==> src/rtl/subcycle_timing_pkg.sv <==
package subcycle_timing_pkg;

  localparam int WORD_W      = 12;
  localparam int NUM_TICK    = 6;
  localparam int NUM_COND    = 3;
  localparam int RD_W        = 16;

  localparam int TICK_LSB    = 0;
  localparam int END_BIT     = 6;
  localparam int END_RDY_BIT = 7;
  localparam int TRIG_N_BIT  = 8;
  localparam int COND_LSB    = 9;

  localparam logic [WORD_W-1:0] WORD_RESET = 12'hF00;

  typedef struct packed {
    logic advance;
    logic restart;
  } seqStrobe_t;

endpackage

==> src/rtl/subcycle_timing_dp.sv <==
module subcycle_timing_dp
  import subcycle_timing_pkg::*;
#(
  parameter int DEPTH = 16,
  localparam int AW = $clog2(DEPTH)
) (
  input  logic              clk,
  input  logic              rstN,
  input  logic [AW-1:0]     memAddr,
  input  logic              memWrEn,
  input  logic [WORD_W-1:0] memWrData,
  output logic [RD_W-1:0]   memRdData,
  input  logic              runEn,
  input  logic              marker,
  input  seqStrobe_t        strobe,
  output logic [WORD_W-1:0] curWord,
  output logic              atTop,
  output logic [AW-1:0]     subIdx,
  output logic [NUM_TICK-1:0] tick,
  output logic              trig
);

  localparam logic [AW-1:0] TOP_IDX = AW'(DEPTH - 1);
  localparam int PAD_W = RD_W - WORD_W;

  logic [WORD_W-1:0] patMem [DEPTH];
  logic [AW-1:0]     subCnt;

  for (genvar g = 0; g < DEPTH; g++) begin : g_word
    always_ff @(posedge clk or negedge rstN) begin
      if (!rstN) begin
        patMem[g] <= WORD_RESET;
      end else if (memWrEn && (memAddr == AW'(g))) begin
        patMem[g] <= memWrData;
      end
    end
  end

  always_ff @(posedge clk or negedge rstN) begin
    if (!rstN) begin
      subCnt <= '0;
    end else if (strobe.restart) begin
      subCnt <= '0;
    end else if (strobe.advance) begin
      subCnt <= subCnt + AW'(1);
    end
  end

  always_comb begin
    curWord   = patMem[subCnt];
    atTop     = (subCnt == TOP_IDX);
    subIdx    = subCnt;
    memRdData = {{PAD_W{1'b1}}, patMem[memAddr]};
    tick      = runEn ? curWord[TICK_LSB +: NUM_TICK] : '0;
    trig      = runEn & marker & ~curWord[TRIG_N_BIT];
  end


  trig_marker_chk: assert property (@(posedge clk) disable iff (!rstN)
    trig |-> (marker && runEn));


  rdback_pad_chk: assert property (@(posedge clk) disable iff (!rstN)
    memRdData[RD_W-1 -: PAD_W] == {PAD_W{1'b1}});

endmodule

==> src/rtl/subcycle_timing_ctrl.sv <==
module subcycle_timing_ctrl
  import subcycle_timing_pkg::*;
(
  input  logic                clk,
  input  logic                rstN,
  input  logic                runEn,
  input  logic                ready,
  input  logic [NUM_COND-1:0] cond,
  input  logic [WORD_W-1:0]   curWord,
  input  logic                atTop,
  output seqStrobe_t          strobe,
  output logic                stall,
  output logic                endCycle
);

  logic [NUM_COND-1:0] blocked;
  logic                lastPending;
  logic                isLast;
  logic                doneSub;
  logic                nextIsLast;

  for (genvar g = 0; g < NUM_COND; g++) begin : g_cond
    assign blocked[g] = ~curWord[COND_LSB + g] & ~cond[g];
  end

  always_comb begin
    stall          = runEn & (|blocked);
    doneSub        = runEn & ~stall;
    isLast         = lastPending | atTop;
    endCycle       = doneSub & isLast;
    nextIsLast     = curWord[END_BIT] | (curWord[END_RDY_BIT] & ready);
    strobe.advance = doneSub & ~isLast;
    strobe.restart = ~runEn | endCycle;
  end

  always_ff @(posedge clk or negedge rstN) begin
    if (!rstN) begin
      lastPending <= 1'b0;
    end else if (strobe.restart) begin
      lastPending <= 1'b0;
    end else if (strobe.advance) begin
      lastPending <= nextIsLast;
    end
  end


  top_end_chk: assert property (@(posedge clk) disable iff (!rstN)
    (runEn && atTop && !stall) |-> endCycle);


  no_end_stalled_chk: assert property (@(posedge clk) disable iff (!rstN)
    stall |-> !endCycle);

endmodule

==> src/rtl/subcycle_timing_gen.sv <==
module subcycle_timing_gen
  import subcycle_timing_pkg::*;
#(
  parameter int DEPTH = 16,
  localparam int AW = $clog2(DEPTH)
) (
  input  logic          clk,
  input  logic          rstN,
  input  logic [AW-1:0] memAddr,
  input  logic          memWrEn,
  input  logic [11:0]   memWrData,
  output logic [15:0]   memRdData,
  input  logic          runEn,
  input  logic          ready,
  input  logic [2:0]    cond,
  input  logic          marker,
  output logic [5:0]    tick,
  output logic          trig,
  output logic          endCycle
);

  seqStrobe_t        strobe;
  logic [WORD_W-1:0] curWord;
  logic              atTop;
  logic              stall;
  logic [AW-1:0]     subIdx;

  subcycle_timing_ctrl u_ctrl (
    .clk      (clk),
    .rstN     (rstN),
    .runEn    (runEn),
    .ready    (ready),
    .cond     (cond),
    .curWord  (curWord),
    .atTop    (atTop),
    .strobe   (strobe),
    .stall    (stall),
    .endCycle (endCycle)
  );

  subcycle_timing_dp #(.DEPTH(DEPTH)) u_dp (
    .clk       (clk),
    .rstN      (rstN),
    .memAddr   (memAddr),
    .memWrEn   (memWrEn),
    .memWrData (memWrData),
    .memRdData (memRdData),
    .runEn     (runEn),
    .marker    (marker),
    .strobe    (strobe),
    .curWord   (curWord),
    .atTop     (atTop),
    .subIdx    (subIdx),
    .tick      (tick),
    .trig      (trig)
  );


  wrap_chk: assert property (@(posedge clk) disable iff (!rstN)
    endCycle |=> (subIdx == '0));


  stall_hold_chk: assert property (@(posedge clk) disable iff (!rstN)
    stall |=> $stable(subIdx));


  idle_quiet_chk: assert property (@(posedge clk) disable iff (!rstN)
    !runEn |-> (tick == '0 && !trig && !endCycle));


  idle_restart_chk: assert property (@(posedge clk) disable iff (!rstN)
    !runEn |=> (subIdx == '0));

endmodule

==> config.mk <==
export PLATFORM = sky130hd
export DESIGN_NAME = subcycle_timing_gen
export DESIGN_NICKNAME = d
export VERILOG_FILES = /design/src/rtl/subcycle_timing_pkg.sv /design/src/rtl/subcycle_timing_dp.sv /design/src/rtl/subcycle_timing_ctrl.sv /design/src/rtl/subcycle_timing_gen.sv
export SDC_FILE = /design/constraint.sdc
export NUM_CORES = 1
export LEC_CHECK = 0
export BUFFER_PORTS_ARGS = -buffer_cell sky130_fd_sc_hd__buf_2
export CAP_MARGIN = 0
export CORE_ASPECT_RATIO = 0.9
export CORE_UTILIZATION = 44
export DETAILED_ROUTE_END_ITERATION = 10
export PLACE_DENSITY = 0.63
export SLEW_MARGIN = 20
export SYNTH_ARGS = -nofsm -noshare
export SYNTH_HDL_FRONTEND = slang
export SYNTH_SLANG_ARGS = --single-unit
export TNS_END_PERCENT = 100
==> constraint.sdc <==
create_clock -name clk -period 3.4 [get_ports clk]
set_input_delay 0.68 -clock clk [delete_from_list [all_inputs] [get_ports clk]]
set_output_delay 0.68 -clock clk [all_outputs]
set_load 0.02 [all_outputs]
# Yosys cells after proc, flatten, opt, wreduce, memory -nomap -nowiden
# Cells that the tools add are included.
[op_classes] add_sub_neg=1 n_bitwise=25 order_cmp=2 shift=0 div_mod_pow=0 multipliers=0 n_eq_ne=16 reduce_logical=19 muxes=11
[op_table] cell="binary-select mux 12 bit (select 4 bit)" count=2
[op_table] cell="2-to-1 mux 12 bit" count=4
[op_table] cell="equality test 4 bit, second input constant" count=9
[op_table] cell="equality test 4 x 3 -> 1 bit, second input constant" count=4
[op_table] cell="logical AND 1 bit" count=16
[op_table] cell="AND 1 bit" count=10
[op_table] cell="greater-or-equal comparator 5 bit, second input constant" count=2
[op_table] cell="NOT 1 bit" count=10
[op_table] cell="NOT 4 -> 5 bit" count=2
[op_table] cell="equality test 4 x 2 -> 1 bit, second input constant" count=2
[op_table] cell="2-to-1 mux 4 bit" count=2
[op_table] cell="2-to-1 mux 6 bit" count=1
[op_table] cell="adder 4 x 1 -> 4 bit, second input constant" count=1
[op_table] cell="equality test 4 x 1 -> 1 bit, second input constant" count=1
[op_table] cell="logical NOT 4 bit" count=1
[op_table] cell="OR 1 bit" count=3
[op_table] cell="OR reduction 3 bit" count=1
[op_table] cell="2-to-1 mux 1 bit" count=2
[op_table] cell="nonzero test 2 bit" count=1
[word_totals] mem_count=0 reg_bits=197 input_bits=25 ramBits=0 latch_bits=0 elab_cells=92 romBits=0

# Logic depth before layout (Yosys ltp)
[depth] depth_word=13 mapped_depth=9 mapped_depth_nobuf=6

# Cells and area by module
# Synthesis repeated with hierarchy kept, for this count alone.
[unflattened] hier_cells=686 hier_area_um2=10776.6
[by_module_without_submodules] module="subcycle_timing_dp" n_inst=1 seq_area_each_um2=4984.8 area_per_inst_um2=10656.5 cells_each=672
[by_module_without_submodules] module="subcycle_timing_ctrl" n_inst=1 seq_area_each_um2=25.0 area_per_inst_um2=120.1 cells_each=14

# Least setup slack after synthesis
# OpenSTA, ideal clock, no wires.
[synth_path] path_kind="in2out" start="in memAddr[0]" end="out memRdData[10]" arrival_time_ns=2.481 required_time_ns=2.720 setup_slack_ns=0.239 n_path_buf=2 path_stages=4 path_cell_list="buf_2 > buf_1 > mux4_2 > mux4_2"
[synth_between] elab_chain_len=4
[synth_lines] item="start, declared" line="subcycle_timing_gen.sv:9" rtl="input logic [AW-1:0] memAddr,"
[synth_lines] item="NOT 4 -> 5 bit (implied by the code)" line="subcycle_timing_dp.sv:53" rtl="memRdData = {{PAD_W{1'b1}}, patMem[memAddr]};"
[synth_lines] item="binary-select mux 12 bit (select 4 bit)" line="subcycle_timing_dp.sv:53"
[synth_lines] item="2-to-1 mux 12 bit (implied by the code) (2 in a row)" line="subcycle_timing_dp.sv:53"
[synth_lines] item="end, declared" line="subcycle_timing_gen.sv:12" rtl="output logic [15:0] memRdData,"
# Every way passes these cells. The select of a mux whose other input is x is not followed.

# Worst setup path after layout
[layout_path] start="reg u_dp.subCnt[1], in the netlist u_dp.subIdx[1]" end="out endCycle"
[layout_between] elab_chain_len=11 elab_cells_between_ends=17
[layout_lines] item="start, declared" line="subcycle_timing_dp.sv:27" rtl="logic [AW-1:0] subCnt;"
[layout_lines] item="start signal, assigned" line="subcycle_timing_dp.sv:45" rtl="subCnt <= subCnt + AW'(1);"
[layout_lines] item="NOT 4 -> 5 bit (implied by the code)" line="subcycle_timing_dp.sv:50" rtl="curWord = patMem[subCnt];"
[layout_lines] item="binary-select mux 12 bit (select 4 bit)" line="subcycle_timing_dp.sv:50"
[layout_lines] item="2-to-1 mux 12 bit (implied by the code) (2 in a row)" line="subcycle_timing_dp.sv:50"
[layout_lines] item="NOT 1 bit" line="subcycle_timing_ctrl.sv:23" rtl="assign blocked[g] = ~curWord[COND_LSB + g] & ~cond[g];"
[layout_lines] item="AND 1 bit" line="subcycle_timing_ctrl.sv:23"
[layout_lines] item="OR reduction 3 bit" line="subcycle_timing_ctrl.sv:27" rtl="stall = runEn & (|blocked);"
[layout_lines] item="AND 1 bit" line="subcycle_timing_ctrl.sv:27"
[layout_lines] item="NOT 1 bit" line="subcycle_timing_ctrl.sv:28" rtl="doneSub = runEn & ~stall;"
[layout_lines] item="AND 1 bit" line="subcycle_timing_ctrl.sv:28"
[layout_lines] item="AND 1 bit (*)" line="subcycle_timing_ctrl.sv:30" rtl="endCycle = doneSub & isLast;"
[layout_lines] item="end, declared" line="subcycle_timing_gen.sv:19" rtl="output logic endCycle"
# Mark *: on every way between the ends. The rest lies on a longest branch, timed or not. The select of a mux whose other input is x is not followed.

==> impl_metrics.ini <==
[status]
status = finished with violations
violations = DRC

[global_route]
use_met1_pct = 32.2
gr-usage-met3_pct = 5.40
grt_usage_pct = 23.6
grtUsageMet2_pct = 38.1
overflow = 0
grt_max_degree = 85
grt_pass1_wl_um = 43400
antenna_found_initial = 0
first_global_vias = 7033
grt-busiest-layer = met2

[synth]
netlist_instances = 670
ys_seq_area_share_pct = 46.8
synth_edf_count = 0
syn_avg_cell_area_um2 = 16.0
synth_seq_cells = 197
synthTopCellsByArea = dfrtp_1 31%, mux4_2 21%, mux2_2 20%, dfstp_2 16%, mux4_1 2.5%
synth_top_area_cell = dfrtp_1
yosys_warnings = 0
yosysUniqueCellTypes = 46
synthArstFlopShare_pct = 100
ys.flop_type = dfrtp_1
syn_area_um2 = 10700
synth_top_area_share_pct = 31.1

[timing]
period_needed_ns = 3.34
tightest_slew_ns = 1.06
slew_headroom_pct = 29.6
tns_ns = 0
slew_viol_final = 0
fin_worst_skew_ns = 0.0128
setup_violations = 0
fin_crit_sh_pct = 98.2
rsz0062_at_grt = false
max_freq_mhz = 300
finalHoldViolCount = 0

[final_layout]
final_common_cell = mux2_2
postLayoutCellArea_um2 = 12000
areaGrowthSynthToFinish_pct = 12.1
num-fill-cells = 1948
nNetsFinal = 742
drive_above_1_share_pct = 66.3
final_cell_mix = 192 x mux2_2, 131 x dfrtp_1, 98 x mux4_2, 64 x dfstp_2, 42 x buf_2
num_antenna_cells = 0
final_util_pct = 50.9

[power_and_ir_drop]
sw_frac_of_total_pct = 29.7
p_per_area_nw_per_um2 = 661
p_int_w = 0.00558
power_frac_comb_pct = 31.7
clkPwrFrac_pct = 24.5
p_sw_w = 0.00236
leakage_nw = 4.82
peakVddDrop_mv = 0.339
power_frac_seq_pct = 43.7

[cts]
clk_pin_slew_worst_paths_ns = 0.07
clock_sinks = 197
h-tree-depth = 4
cts-root-buf = clkbuf_16
cts_resized = 0
cts_buffers = 17
clk-insertion-delay-late_ns = 0.43
cts_tree = built
cts_setup_buffers = 1
cts_max_path_buffers = 2
postCtsHoldBufs = 0

[drt]
viasPerCell = 6.33
drt.antenna.violating_nets = 0
drtIter0Drc = 465
wl_per_cell_um = 26.7
drc_errors = 4
dr_total_vias = 6523
dr.pass1.iters = 8
routed_wl_um = 27600

[flow_run]
cap_viol_max_count = 0

[place]
post-dp-hpwl_um = 17900
gp_congestion = 0.874
dpl_cell_area_um2 = 11400
io_buffer_count = 44

[floorplanning]
die_w_um = 166
die-area_um2 = 25000
coreArea_um2 = 23600
dieHeight_um = 150
io_pins = 49
rows = 53
start_util_pct = 45.4

[critical_path]
endpoint_kind = output pin
crit_fanout = 11
crit_type = flop to output pin
critical_path_required_ns = 2.72
cp-start-kind = flop
crit_arrival_ns = 2.66

[worst_hold_path]
hp-class = input pin to async pin
-- critical path: stages, from the launching register on --
cell and delay [ns]:
dfrtp_2 0.51, or3b_2 0.53, o221a_2 0.34, o211ai_2 0.10, nand3_2 0.11, nor3b_1 0.38
buf_2 0.25
-- flip-flops by register name, indices dropped and copies added, names as in the netlist --
name and flops:
u_dp.patMem 192, u_dp.subIdx 4, u_ctrl.lastPending 1
-- final cells by class --
cell class | instances | area (um2) | share of cell area [%]
Clock inverter | 14 | 125 | 1.04
Sequential cell | 197 | 5010 | 41.7
Inverter | 5 | 18.8 | 0.156
Tap cell | 302 | 378 | 3.14
Timing Repair Buffer | 90 | 702 | 5.84
Multi-Input combinational cell | 405 | 5350 | 44.5
Clock buffer | 18 | 429 | 3.57
-- per-stage QoR --
step	setup slack, ns	instances	hold WS (ns)	power (W)
finish	0.0616	1031	0.294	0.00794
global route	0.0318	1031	0.352	0.00836
CTS	0.105	1031	0.320	0.00800
detailed placement	0.393	998	0.514	0.00601
global placement	0.405	998	0.503	0.00591
floorplan	0.239	673	0.384	0.00537
-- final timing paths --
check	start	end	slack (ns)	cells after the start
setup reg to reg	u_dp.subIdx[0]$_DFFE_PN0P_	u_ctrl.lastPending$_DFFE_PN0P_	0.86	7
hold / removal	rstN	u_dp.subIdx[2]$_DFFE_PN0P_	0.29	1
setup / recovery	u_dp.subIdx[1]$_DFFE_PN0P_	endCycle	0.06	6
max in group asynchronous	rstN	u_dp.patMem[61]$_DFFE_PN0P_	2.22	2
hold reg to reg	u_dp.patMem[113]$_DFFE_PN0P_	u_dp.patMem[113]$_DFFE_PN0P_	0.53	1
min in group clk	u_dp.patMem[113]$_DFFE_PN0P_	u_dp.patMem[113]$_DFFE_PN0P_	0.53	1
-- synthesized netlist by cell type, drive strengths merged (2+ instances only) --
library cell and number:
nand2 11, buf 31, nor3b 2, a211o 2
mux4 108, mux2 192, a21oi 4, a221oi 2
nor2b 3, and2 7, nand2b 8, dfstp 64
dfrtp 133, clkbuf 35, inv 5, mux2i 15
nor2 11, o221ai 2, or3 2, a2111oi 4
nand3 6, and3 3, nand3b 6
-- power by group through the flow --
stage,clock [W],sequential (W),combinational [W]
finish,0.00195,0.00347,0.00252
global route,0.00210,0.00355,0.00271
CTS,0.00199,0.00346,0.00255
detailed placement,0,0.00354,0.00247
global placement,0,0.00349,0.00242
floorplan,0,0.00331,0.00207
-- cells by family after synthesis --
kind of cell	share of synthesized area (%)
AOI/OAI and AO/OA	1.78
adders and majority gates	0.117
buffers and inverters	3.43
DFF	46.8
muxes	44.6
other	0.0350
and+or+nand+nor	3.25
-- routing by layer --
metal,wire length [um],vias up
li1,-,2699
met1,12100,3582
met2,13400,209
met3,1570,33
met4,469,0
met5,0,-
Power figures use the tool's default switching activity.
